File: src/rtl/mii_rx_pkg.sv
package mii_rx_pkg;

    typedef enum logic [2:0] {
        ST_IDLE,
        ST_PREAMBLE,
        ST_LOW,
        ST_HIGH,
        ST_DISCARD
    } rx_state_t;

    localparam int unsigned NUM_PULSE = 3;
    localparam int unsigned PULSE_BEACON = 0;
    localparam int unsigned PULSE_COMMIT = 1;
    localparam int unsigned PULSE_FCAR   = 2;

endpackage

File: src/rtl/mii_rx_sampler.sv
module mii_rx_sampler #(
    parameter int unsigned NIB_W = 4
) (
    input  logic             clk,
    input  logic             rst_n,
    input  logic [NIB_W-1:0] pin_nib,
    input  logic             pin_dv,
    input  logic             pin_er,
    output logic [NIB_W-1:0] s_nib,
    output logic             s_dv,
    output logic             s_er
);

    always_ff @(posedge clk or negedge rst_n) begin
        if (!rst_n) begin
            s_nib <= '0;
            s_dv  <= 1'b0;
            s_er  <= 1'b0;
        end else begin
            s_nib <= pin_nib;
            s_dv  <= pin_dv;
            s_er  <= pin_er;
        end
    end

endmodule

File: src/rtl/mii_rx_ctrl_decode.sv
module mii_rx_ctrl_decode
    import mii_rx_pkg::*;
#(
    parameter int unsigned              NIB_W       = 4,
    parameter logic [NIB_W-1:0]         CODE_LPI    = 4'b0001,
    parameter logic [NUM_PULSE*NIB_W-1:0] PULSE_CODES = {4'b1110, 4'b0011, 4'b0010}
) (
    input  logic                 clk,
    input  logic                 rst_n,
    input  logic [NIB_W-1:0]     s_nib,
    input  logic                 s_dv,
    input  logic                 s_er,
    output logic                 lpi_o,
    output logic [NUM_PULSE-1:0] pulse_o
);

    logic             ctrl_now;
    logic             prev_ctrl;
    logic [NIB_W-1:0] prev_nib;

    assign ctrl_now = !s_dv && s_er;

    always_ff @(posedge clk or negedge rst_n) begin
        if (!rst_n) begin
            prev_ctrl <= 1'b0;
            prev_nib  <= '0;
            lpi_o     <= 1'b0;
        end else begin
            prev_ctrl <= ctrl_now;
            prev_nib  <= s_nib;
            lpi_o     <= ctrl_now && (s_nib == CODE_LPI);
        end
    end

    for (genvar g = 0; g < NUM_PULSE; g++) begin : g_pulse
        localparam logic [NIB_W-1:0] CODE = PULSE_CODES[g*NIB_W +: NIB_W];
        logic hit_now;
        logic hit_prev;
        assign hit_now  = ctrl_now && (s_nib == CODE);
        assign hit_prev = prev_ctrl && (prev_nib == CODE);
        always_ff @(posedge clk or negedge rst_n) begin
            if (!rst_n) begin
                pulse_o[g] <= 1'b0;
            end else begin
                pulse_o[g] <= hit_now && !hit_prev;
            end
        end
    end

endmodule

File: src/rtl/mii_rx_frame_fsm.sv
module mii_rx_frame_fsm
    import mii_rx_pkg::*;
#(
    parameter int unsigned      NIB_W   = 4,
    parameter logic [NIB_W-1:0] PRE_NIB = 4'h5,
    parameter logic [NIB_W-1:0] SFD_NIB = 4'hD,
    localparam int unsigned     BYTE_W  = 2 * NIB_W
) (
    input  logic              clk,
    input  logic              rst_n,
    input  logic [NIB_W-1:0]  s_nib,
    input  logic              s_dv,
    input  logic              s_er,
    output logic [BYTE_W-1:0] out_byte,
    output logic              out_vld,
    output logic              out_sof,
    output logic              out_err,
    output logic              frm_end,
    output logic              frm_misalign,
    output logic              frm_abort
);

    rx_state_t        state_q;
    rx_state_t        state_d;
    logic [NIB_W-1:0] lo_nib_q;
    logic             lo_err_q;
    logic             first_q;
    logic             pre_bad;
    logic             pre_sfd;

    assign pre_bad = s_er || ((s_nib != PRE_NIB) && (s_nib != SFD_NIB));
    assign pre_sfd = !s_er && (s_nib == SFD_NIB);

    // state register
    always_ff @(posedge clk or negedge rst_n) begin
        if (!rst_n) begin
            state_q <= ST_IDLE;
        end else begin
            state_q <= state_d;
        end
    end

    // transitions
    always_comb begin
        state_d = state_q;
        unique case (state_q)
            ST_IDLE, ST_PREAMBLE: begin
                if (!s_dv) begin
                    state_d = ST_IDLE;
                end else if (pre_bad) begin
                    state_d = ST_DISCARD;
                end else if (pre_sfd) begin
                    state_d = ST_LOW;
                end else begin
                    state_d = ST_PREAMBLE;
                end
            end
            ST_LOW: begin
                state_d = s_dv ? ST_HIGH : ST_IDLE;
            end
            ST_HIGH: begin
                state_d = s_dv ? ST_LOW : ST_IDLE;
            end
            ST_DISCARD: begin
                state_d = s_dv ? ST_DISCARD : ST_IDLE;
            end
            default: begin
                state_d = ST_IDLE;
            end
        endcase
    end

    // outputs
    always_ff @(posedge clk or negedge rst_n) begin
        if (!rst_n) begin
            out_byte     <= '0;
            out_vld      <= 1'b0;
            out_sof      <= 1'b0;
            out_err      <= 1'b0;
            frm_end      <= 1'b0;
            frm_misalign <= 1'b0;
            frm_abort    <= 1'b0;
            lo_nib_q     <= '0;
            lo_err_q     <= 1'b0;
            first_q      <= 1'b0;
        end else begin
            out_vld      <= 1'b0;
            out_sof      <= 1'b0;
            out_err      <= 1'b0;
            frm_end      <= 1'b0;
            frm_misalign <= 1'b0;
            frm_abort    <= 1'b0;
            unique case (state_q)
                ST_IDLE, ST_PREAMBLE: begin
                    if (s_dv) begin
                        if (pre_bad) begin
                            frm_abort <= 1'b1;
                        end else if (pre_sfd) begin
                            first_q <= 1'b1;
                        end
                    end
                end
                ST_LOW: begin
                    if (s_dv) begin
                        lo_nib_q <= s_nib;
                        lo_err_q <= s_er;
                    end else begin
                        frm_end <= 1'b1;
                    end
                end
                ST_HIGH: begin
                    if (s_dv) begin
                        out_byte <= {s_nib, lo_nib_q};
                        out_vld  <= 1'b1;
                        out_err  <= lo_err_q || s_er;
                        out_sof  <= first_q;
                        first_q  <= 1'b0;
                    end else begin
                        frm_end      <= 1'b1;
                        frm_misalign <= 1'b1;
                    end
                end
                ST_DISCARD: begin
                end
                default: begin
                end
            endcase
        end
    end

endmodule

File: src/rtl/mii_rx_deframer.sv
module mii_rx_deframer
    import mii_rx_pkg::*;
#(
    parameter int unsigned      NIB_W       = 4,
    parameter logic [NIB_W-1:0] PRE_NIB     = 4'h5,
    parameter logic [NIB_W-1:0] SFD_NIB     = 4'hD,
    parameter logic [NIB_W-1:0] CODE_LPI    = 4'b0001,
    parameter logic [NIB_W-1:0] CODE_BEACON = 4'b0010,
    parameter logic [NIB_W-1:0] CODE_COMMIT = 4'b0011,
    parameter logic [NIB_W-1:0] CODE_FCAR   = 4'b1110,
    localparam int unsigned     BYTE_W      = 2 * NIB_W
) (
    input  logic              clk,
    input  logic              rst_n,
    input  logic [NIB_W-1:0]  rxd,
    input  logic              rx_valid,
    input  logic              rx_error,
    output logic [BYTE_W-1:0] out_byte,
    output logic              out_vld,
    output logic              out_sof,
    output logic              out_err,
    output logic              frm_end,
    output logic              frm_misalign,
    output logic              frm_abort,
    output logic              lpi_stat,
    output logic              beacon_pls,
    output logic              commit_pls,
    output logic              fcar_pls
);

    logic [NIB_W-1:0]     s_nib;
    logic                 s_dv;
    logic                 s_er;
    logic [NUM_PULSE-1:0] pulses;

    mii_rx_sampler #(.NIB_W(NIB_W)) sampler_i (
        .clk     (clk),
        .rst_n   (rst_n),
        .pin_nib (rxd),
        .pin_dv  (rx_valid),
        .pin_er  (rx_error),
        .s_nib   (s_nib),
        .s_dv    (s_dv),
        .s_er    (s_er)
    );

    mii_rx_frame_fsm #(
        .NIB_W   (NIB_W),
        .PRE_NIB (PRE_NIB),
        .SFD_NIB (SFD_NIB)
    ) fsm_i (
        .clk          (clk),
        .rst_n        (rst_n),
        .s_nib        (s_nib),
        .s_dv         (s_dv),
        .s_er         (s_er),
        .out_byte     (out_byte),
        .out_vld      (out_vld),
        .out_sof      (out_sof),
        .out_err      (out_err),
        .frm_end      (frm_end),
        .frm_misalign (frm_misalign),
        .frm_abort    (frm_abort)
    );

    mii_rx_ctrl_decode #(
        .NIB_W       (NIB_W),
        .CODE_LPI    (CODE_LPI),
        .PULSE_CODES ({CODE_FCAR, CODE_COMMIT, CODE_BEACON})
    ) ctrl_i (
        .clk     (clk),
        .rst_n   (rst_n),
        .s_nib   (s_nib),
        .s_dv    (s_dv),
        .s_er    (s_er),
        .lpi_o   (lpi_stat),
        .pulse_o (pulses)
    );

    assign beacon_pls = pulses[PULSE_BEACON];
    assign commit_pls = pulses[PULSE_COMMIT];
    assign fcar_pls   = pulses[PULSE_FCAR];

endmodule

File: config.mk
export PLATFORM = sky130hd
export DESIGN_NAME = mii_rx_deframer
export DESIGN_NICKNAME = d
export VERILOG_FILES = /design/src/rtl/mii_rx_pkg.sv /design/src/rtl/mii_rx_sampler.sv /design/src/rtl/mii_rx_ctrl_decode.sv /design/src/rtl/mii_rx_frame_fsm.sv /design/src/rtl/mii_rx_deframer.sv
export SDC_FILE = /design/constraint.sdc
export NUM_CORES = 1
export LEC_CHECK = 0
export ABC_AREA = 1
export BUFFER_PORTS_ARGS = -buffer_cell sky130_fd_sc_hd__buf_4
export CORE_MARGIN = 4
export CORE_UTILIZATION = 54
export CTS_BUF_LIST = sky130_fd_sc_hd__clkbuf_2
export DETAILED_ROUTE_END_ITERATION = 7
export PLACE_DENSITY_LB_ADDON = 0.2
export SYNTH_ARGS = -nofsm -noshare
export SYNTH_HDL_FRONTEND = slang
export SYNTH_SLANG_ARGS = --single-unit
File: constraint.sdc
create_clock -name clk -period 1.6 [get_ports clk]
set_clock_uncertainty 0.1 [all_clocks]
set_input_delay 0.24 -clock clk [delete_from_list [all_inputs] [get_ports clk]]
set_output_delay 0.24 -clock clk [all_outputs]
set_load 0.02 [all_outputs]
======== Word level (Yosys, flattened, before mapping) ========
Index checks and enable logic that the tools add are counted.
word-level totals
  flip-flop bits (word level) ............. 38
  output and inout bits ................... 18
  input bits .............................. 8
cells by class
  eq/ne operators ......................... 18
  mux-type cells .......................... 24
  reductions and logical operators ........ 27
operators by type and width
  kind                  count
  $eq A4 B2 Y1 const B  4
  $mux W1               16
  $logic_and A1 B1 Y1   13
  $eq A4 B4 Y1 const B  3
  $pmux W3 S4           1
  $mux W3               3
  $eq A3 B2 Y1 const B  2
  $mux W2               3
  $ne A2 B2 Y1 const B  3
  $logic_not A1 Y1      5
  $reduce_and A5 Y1     1
  $eq A4 B1 Y1 const B  1
  $ne A4 B3 Y1 const B  1
  $ne A4 B4 Y1 const B  1
  $reduce_and A2 Y1     2
  $reduce_or A2 Y1      2
  $eq A3 B1 Y1 const B  1
  $eq A3 B3 Y1 const B  1
  $logic_not A3 Y1      1
  $logic_or A1 B1 Y1    2
  $ne A2 B1 Y1 const B  1
  $pmux W1 S2           1
  $reduce_bool A2 Y1    1

======== Depth between registers and ports, before layout ========
  depth after elaboration ................. 6
  mapped depth ............................ 7

======== Modules after synthesis ========
Synthesis repeated with hierarchy kept, for this count alone.
unflattened totals
  cells, all modules ...................... 129
  area, all modules ....................... 1,415.1 sq um
modules (own cells, without submodules)
  module              area each (sq um)  cells an instance  seq. area each (sq um)  instances
  mii_rx_frame_fsm    919.6              88                 575.6                   1
  mii_rx_ctrl_decode  345.3              35                 225.2                   1
  mii_rx_sampler      150.1              6                  150.1                   1

======== Worst setup path after synthesis ========
No wires, ideal clock.
  path kind ............................... register to register
  from .................................... register fsm_i.state_q[2]
  to ...................................... register fsm_i.out_byte[0]
  clock period less this slack ............ 1.187 ns
  library setup time ...................... 0.117 ns
  path slack .............................. 0.413 ns
  required time ........................... 1.383 ns
  buffers on the path ..................... 1
  stages on the path, launching flop included .. 8
  arrival ................................. 0.970 ns
  path through ............................ dfrtp_1 > inv_1 > nand3_2 > nor2_4 > inv_2 > buf_6 > nand2_1 > nand2_1
on the way
  word-level cells in the longest chain between the ends .. 2
ends and longest elaborated chain
  element                      line                     RTL
  from (decl)                  mii_rx_frame_fsm.sv:23   rx_state_t state_q;
  from (signal assigned)       mii_rx_frame_fsm.sv:39   state_q <= state_d;
  $eq A3 B2 Y1                 mii_rx_frame_fsm.sv:93   unique case (state_q)
  $reduce_and A2 Y1 (no line)  --
  to (signal assigned)         mii_rx_frame_fsm.sv:113  out_byte <= {s_nib, lo_nib_q};
  to (decl)                    mii_rx_frame_fsm.sv:14   output logic [BYTE_W-1:0] out_byte,
No other way between the ends.
A chain may end at the register's enable or synchronous reset.

======== Worst setup path after layout ========
  from .................................... register fsm_i.state_q[2]
  to ...................................... register fsm_i.lo_err_q
on the way
  word-level cells in the longest chain between the ends .. 2
ends and longest elaborated chain
  element                      line                     RTL
  $eq A3 B2 Y1                 mii_rx_frame_fsm.sv:93
  $reduce_and A2 Y1 (no line)  --
  to (signal assigned)         mii_rx_frame_fsm.sv:106  lo_err_q <= s_er;
  to (decl)                    mii_rx_frame_fsm.sv:26   logic lo_err_q;
No other way between the ends.

==> out/qor.txt <==
Average instance area after synthesis: 10.9 µm²
Number of synthesized register bits: 38
Effective utilization at floorplan: 58.6%
Yosys top cell area share: 70.6%
DRT Wirelength: 2460 µm
Most frequently used cell type in the post-synthesis netlist: sky130_fd_sc_hd__dfrtp_1
Power per cell area: 935 mW/mm²
Initial DRC Count: 40
CP required: 1.76 ns
Wirelength per Cell: 13.0 µm
Remaining number of nets flagged by the antenna check after routing: 0
# placed instances: 175
GRT Total Usage: 16.7%
Vias in the first global route: 965
Highest ir drop seen on vdd: 0.000722 V
Part of the cycle the worst path needs: 85.0%
Area of the placeable core: 0.00230 mm²
Actual transition at the worst max-transition pin: 0.452 ns
MaxCap Viol Count: 0
Count of flip-flops with a built-in enable after synthesis: 0
Total clock buffers created by CTS: 5
Max Fclk: 735 MHz
Total number of H-tree levels: 2
TNS Setup: 0 ns
Setup-violating endpoint count in the final report: 0
Count of nets after finishing: 169
Critical path peak fanout: 11
CP arrival: 1.52 ns
Normalized max-slew margin: 69.9%
Count of antenna diodes in the layout: 0
Global-route wire length before repair: 4130 µm
DIE AREA: 0.00336 mm²
Number of sinks driven by the clock tree: 38
Worst min path class: in -> async
Sequential area share after synthesis: 70.6%
Clock root buffer: sky130_fd_sc_hd__clkbuf_2
DP Wirelength: 1610 µm
Most area-consuming cells after synthesis: sky130_fd_sc_hd__dfrtp_1, sky130_fd_sc_hd__nand2_1, sky130_fd_sc_hd__inv_1, sky130_fd_sc_hd__nor2_1, sky130_fd_sc_hd__o21ai_0
P_leak: 0.885 nW
Synth unique cells: 16
Run status: complete, no violations
Horizontal die dimension: 57.9 µm
Primary FF master, synth: sky130_fd_sc_hd__dfrtp_1
Detailed Routing Iterations Pass 1: 5
Count of instances resized after the clock tree is built: 0
Most instantiated cells after synthesis: sky130_fd_sc_hd__dfrtp_1, sky130_fd_sc_hd__nand2_1, sky130_fd_sc_hd__inv_1
Syn-to-layout area delta: 23.1%
CTS tree: yes
Count of unresolved DRC violations after routing: 0
Post-synth net total: 132
Average via count per standard cell: 5.08
Minimum period implied by the final worst setup slack: 1.36 ns
Via count of the routed design: 960
Site Rows: 17
Layout Cells excl Fill: 189
Initial antenna violation count: 0
Max Root-Sink Buffers: 2
Final Hold Violating Endpoints: 0
Gr ovfl total: 0
Synthesized area: 0.00135 mm²
Startpoint kind of the worst setup timing path: register
Post-Synthesis Cells: 124
Clock edge transition at the registers on the reported setup and hold paths: 0.17 ns
Input/output buffers: 25
Final GP Congestion: 0.776
Chip height: 57.9 µm
Element type at the critical path end: register
Number of placed I/O pins: 26
Crit Path Class: reg -> reg
Ratio of cells with drive above 1 in the final layout: 24.2%
Maximum number of pins on one net before global-route repair: 39
Clock latency on the worst-skew pair: 0.37 ns
Count of pins over their slew limit: 0
Count of warnings emitted by yosys: 0
Share of synthesized registers carrying an async set or reset: 100%
Largest area contributor in the netlist: sky130_fd_sc_hd__dfrtp_1
Unrepaired setup endpoints after global routing: no
Fillcell total: 160
-- worst max-delay path, cell delays in order, from the launching register on --
cell,delay [ns]
sky130_fd_sc_hd__dfrtp_1,0.44
sky130_fd_sc_hd__inv_1,0.09
sky130_fd_sc_hd__nand2_1,0.09
sky130_fd_sc_hd__nor2_1,0.12
sky130_fd_sc_hd__nand2_1,0.20
sky130_fd_sc_hd__nand2_1,0.11
sky130_fd_sc_hd__o21ai_0,0.09
-- sequential cells by signal (all words and copies together), names as in the netlist, 3 cells and up --
name             flops
sampler_i.s_nib      4
fsm_i.state_q        3
ctrl_i.prev_nib      4
fsm_i.lo_nib_q       4
ctrl_i.pulse_o       3
fsm_i.out_byte       8
-- per-layer routing --
metal / track usage [%] / wire, µm
met1: 20.7 / 1030
met2: 26.5 / 1220
met3: 6.90 / 193
met4: 5.96 / 18
met5: 0 / 0
-- what timing repair did --
| item | 4_1_cts | 5_1_grt |
|---|---|---|
| endpoints found under the hold margin | 44 | 0 |
| hold buffers | 7 | 0 |
| buffers inserted | 0 | 0 |
-- cells by family (layout without fill, tap and decap cells) --
logic type / after synthesis / after routing / synth area share, %
AO/OA/AOI/OAI: 15 / 15 / 6.69
buffers and inverters: 16 / 53 / 5.11
flip-flops: 38 / 38 / 70.6
AND/OR/NAND/NOR: 55 / 55 / 17.6
-- report_power, final --
| part | internal [mW] | total, mW | switching, mW | leakage, nW |
|---|---|---|---|---|
| Sequential | 1.01 | 1.03 | 0.0291 | 0.500 |
| Clock | 0.114 | 0.396 | 0.282 | 0.0291 |
| Combinational | 0.0487 | 0.119 | 0.0704 | 0.356 |
| Total | 1.17 | 1.55 | 0.382 | 0.885 |
-- final timing paths --
| check | from | endpoint | slack (ns) | cells after the start |
|---|---|---|---|---|
| max | fsm_i.state_q[2] | fsm_i.lo_err_q | 0.24 | 6 |
| min | rst_n | fsm_i.out_byte[1] | 0.23 | 2 |
| max reg2reg | fsm_i.state_q[2] | fsm_i.lo_err_q | 0.24 | 6 |
| min reg2reg | sampler_i.s_nib[1] | ctrl_i.prev_nib[1] | 0.33 | 0 |
| max in group asynchronous | rst_n | fsm_i.lo_err_q | 0.85 | 2 |
| min in group clk | sampler_i.s_nib[1] | ctrl_i.prev_nib[1] | 0.33 | 0 |
-- placed cells by master (no fill, tap or decap) --
master	synthesis	routed
sky130_fd_sc_hd__dfrtp_1	38	38
sky130_fd_sc_hd__nand2_1	31	31
sky130_fd_sc_hd__buf_4	0	25
sky130_fd_sc_hd__inv_1	13	13
sky130_fd_sc_hd__nor2_1	12	12
sky130_fd_sc_hd__o21ai_0	7	7
sky130_fd_sc_hd__clkbuf_2	0	7
sky130_fd_sc_hd__dlygate4sd3_1	0	7
sky130_fd_sc_hd__nor3_1	4	4
sky130_fd_sc_hd__nand3_1	4	4
sky130_fd_sc_hd__a21oi_1	4	4
sky130_fd_sc_hd__o21ai_2	4	4
sky130_fd_sc_hd__nand3_2	1	1
sky130_fd_sc_hd__nor2_4	1	1
sky130_fd_sc_hd__nor3b_1	1	1
sky130_fd_sc_hd__nand4_1	1	1
sky130_fd_sc_hd__inv_2	1	1
-- area by class of cell --
type	count	area, µm²	area share, %
Sequential cell	38	951	57.4
Timing Repair Buffer	32	258	15.5
Inverter	14	52.6	3.17
Multi-Input combinational cell	70	327	19.7
Tap cell	28	35.0	2.11
Clock buffer	7	35.0	2.11
-- per-stage QoR --
step                      hold slack, ns  util [%]  power (mW)  instance area, µm²  setup slack (ns)
after floorplan                   -0.156         -        1.10                1350             0.413
after global placement             0.119      67.6        1.15                1550             0.321
after detailed placement           0.122      67.6        1.16                1550             0.303
after CTS                          0.226      72.2        1.56                1660             0.257
after global routing               0.227      72.2        1.63                1660             0.110
final                              0.231      72.2        1.55                1660             0.239
Note: power is estimated with default switching activity, not from simulation.
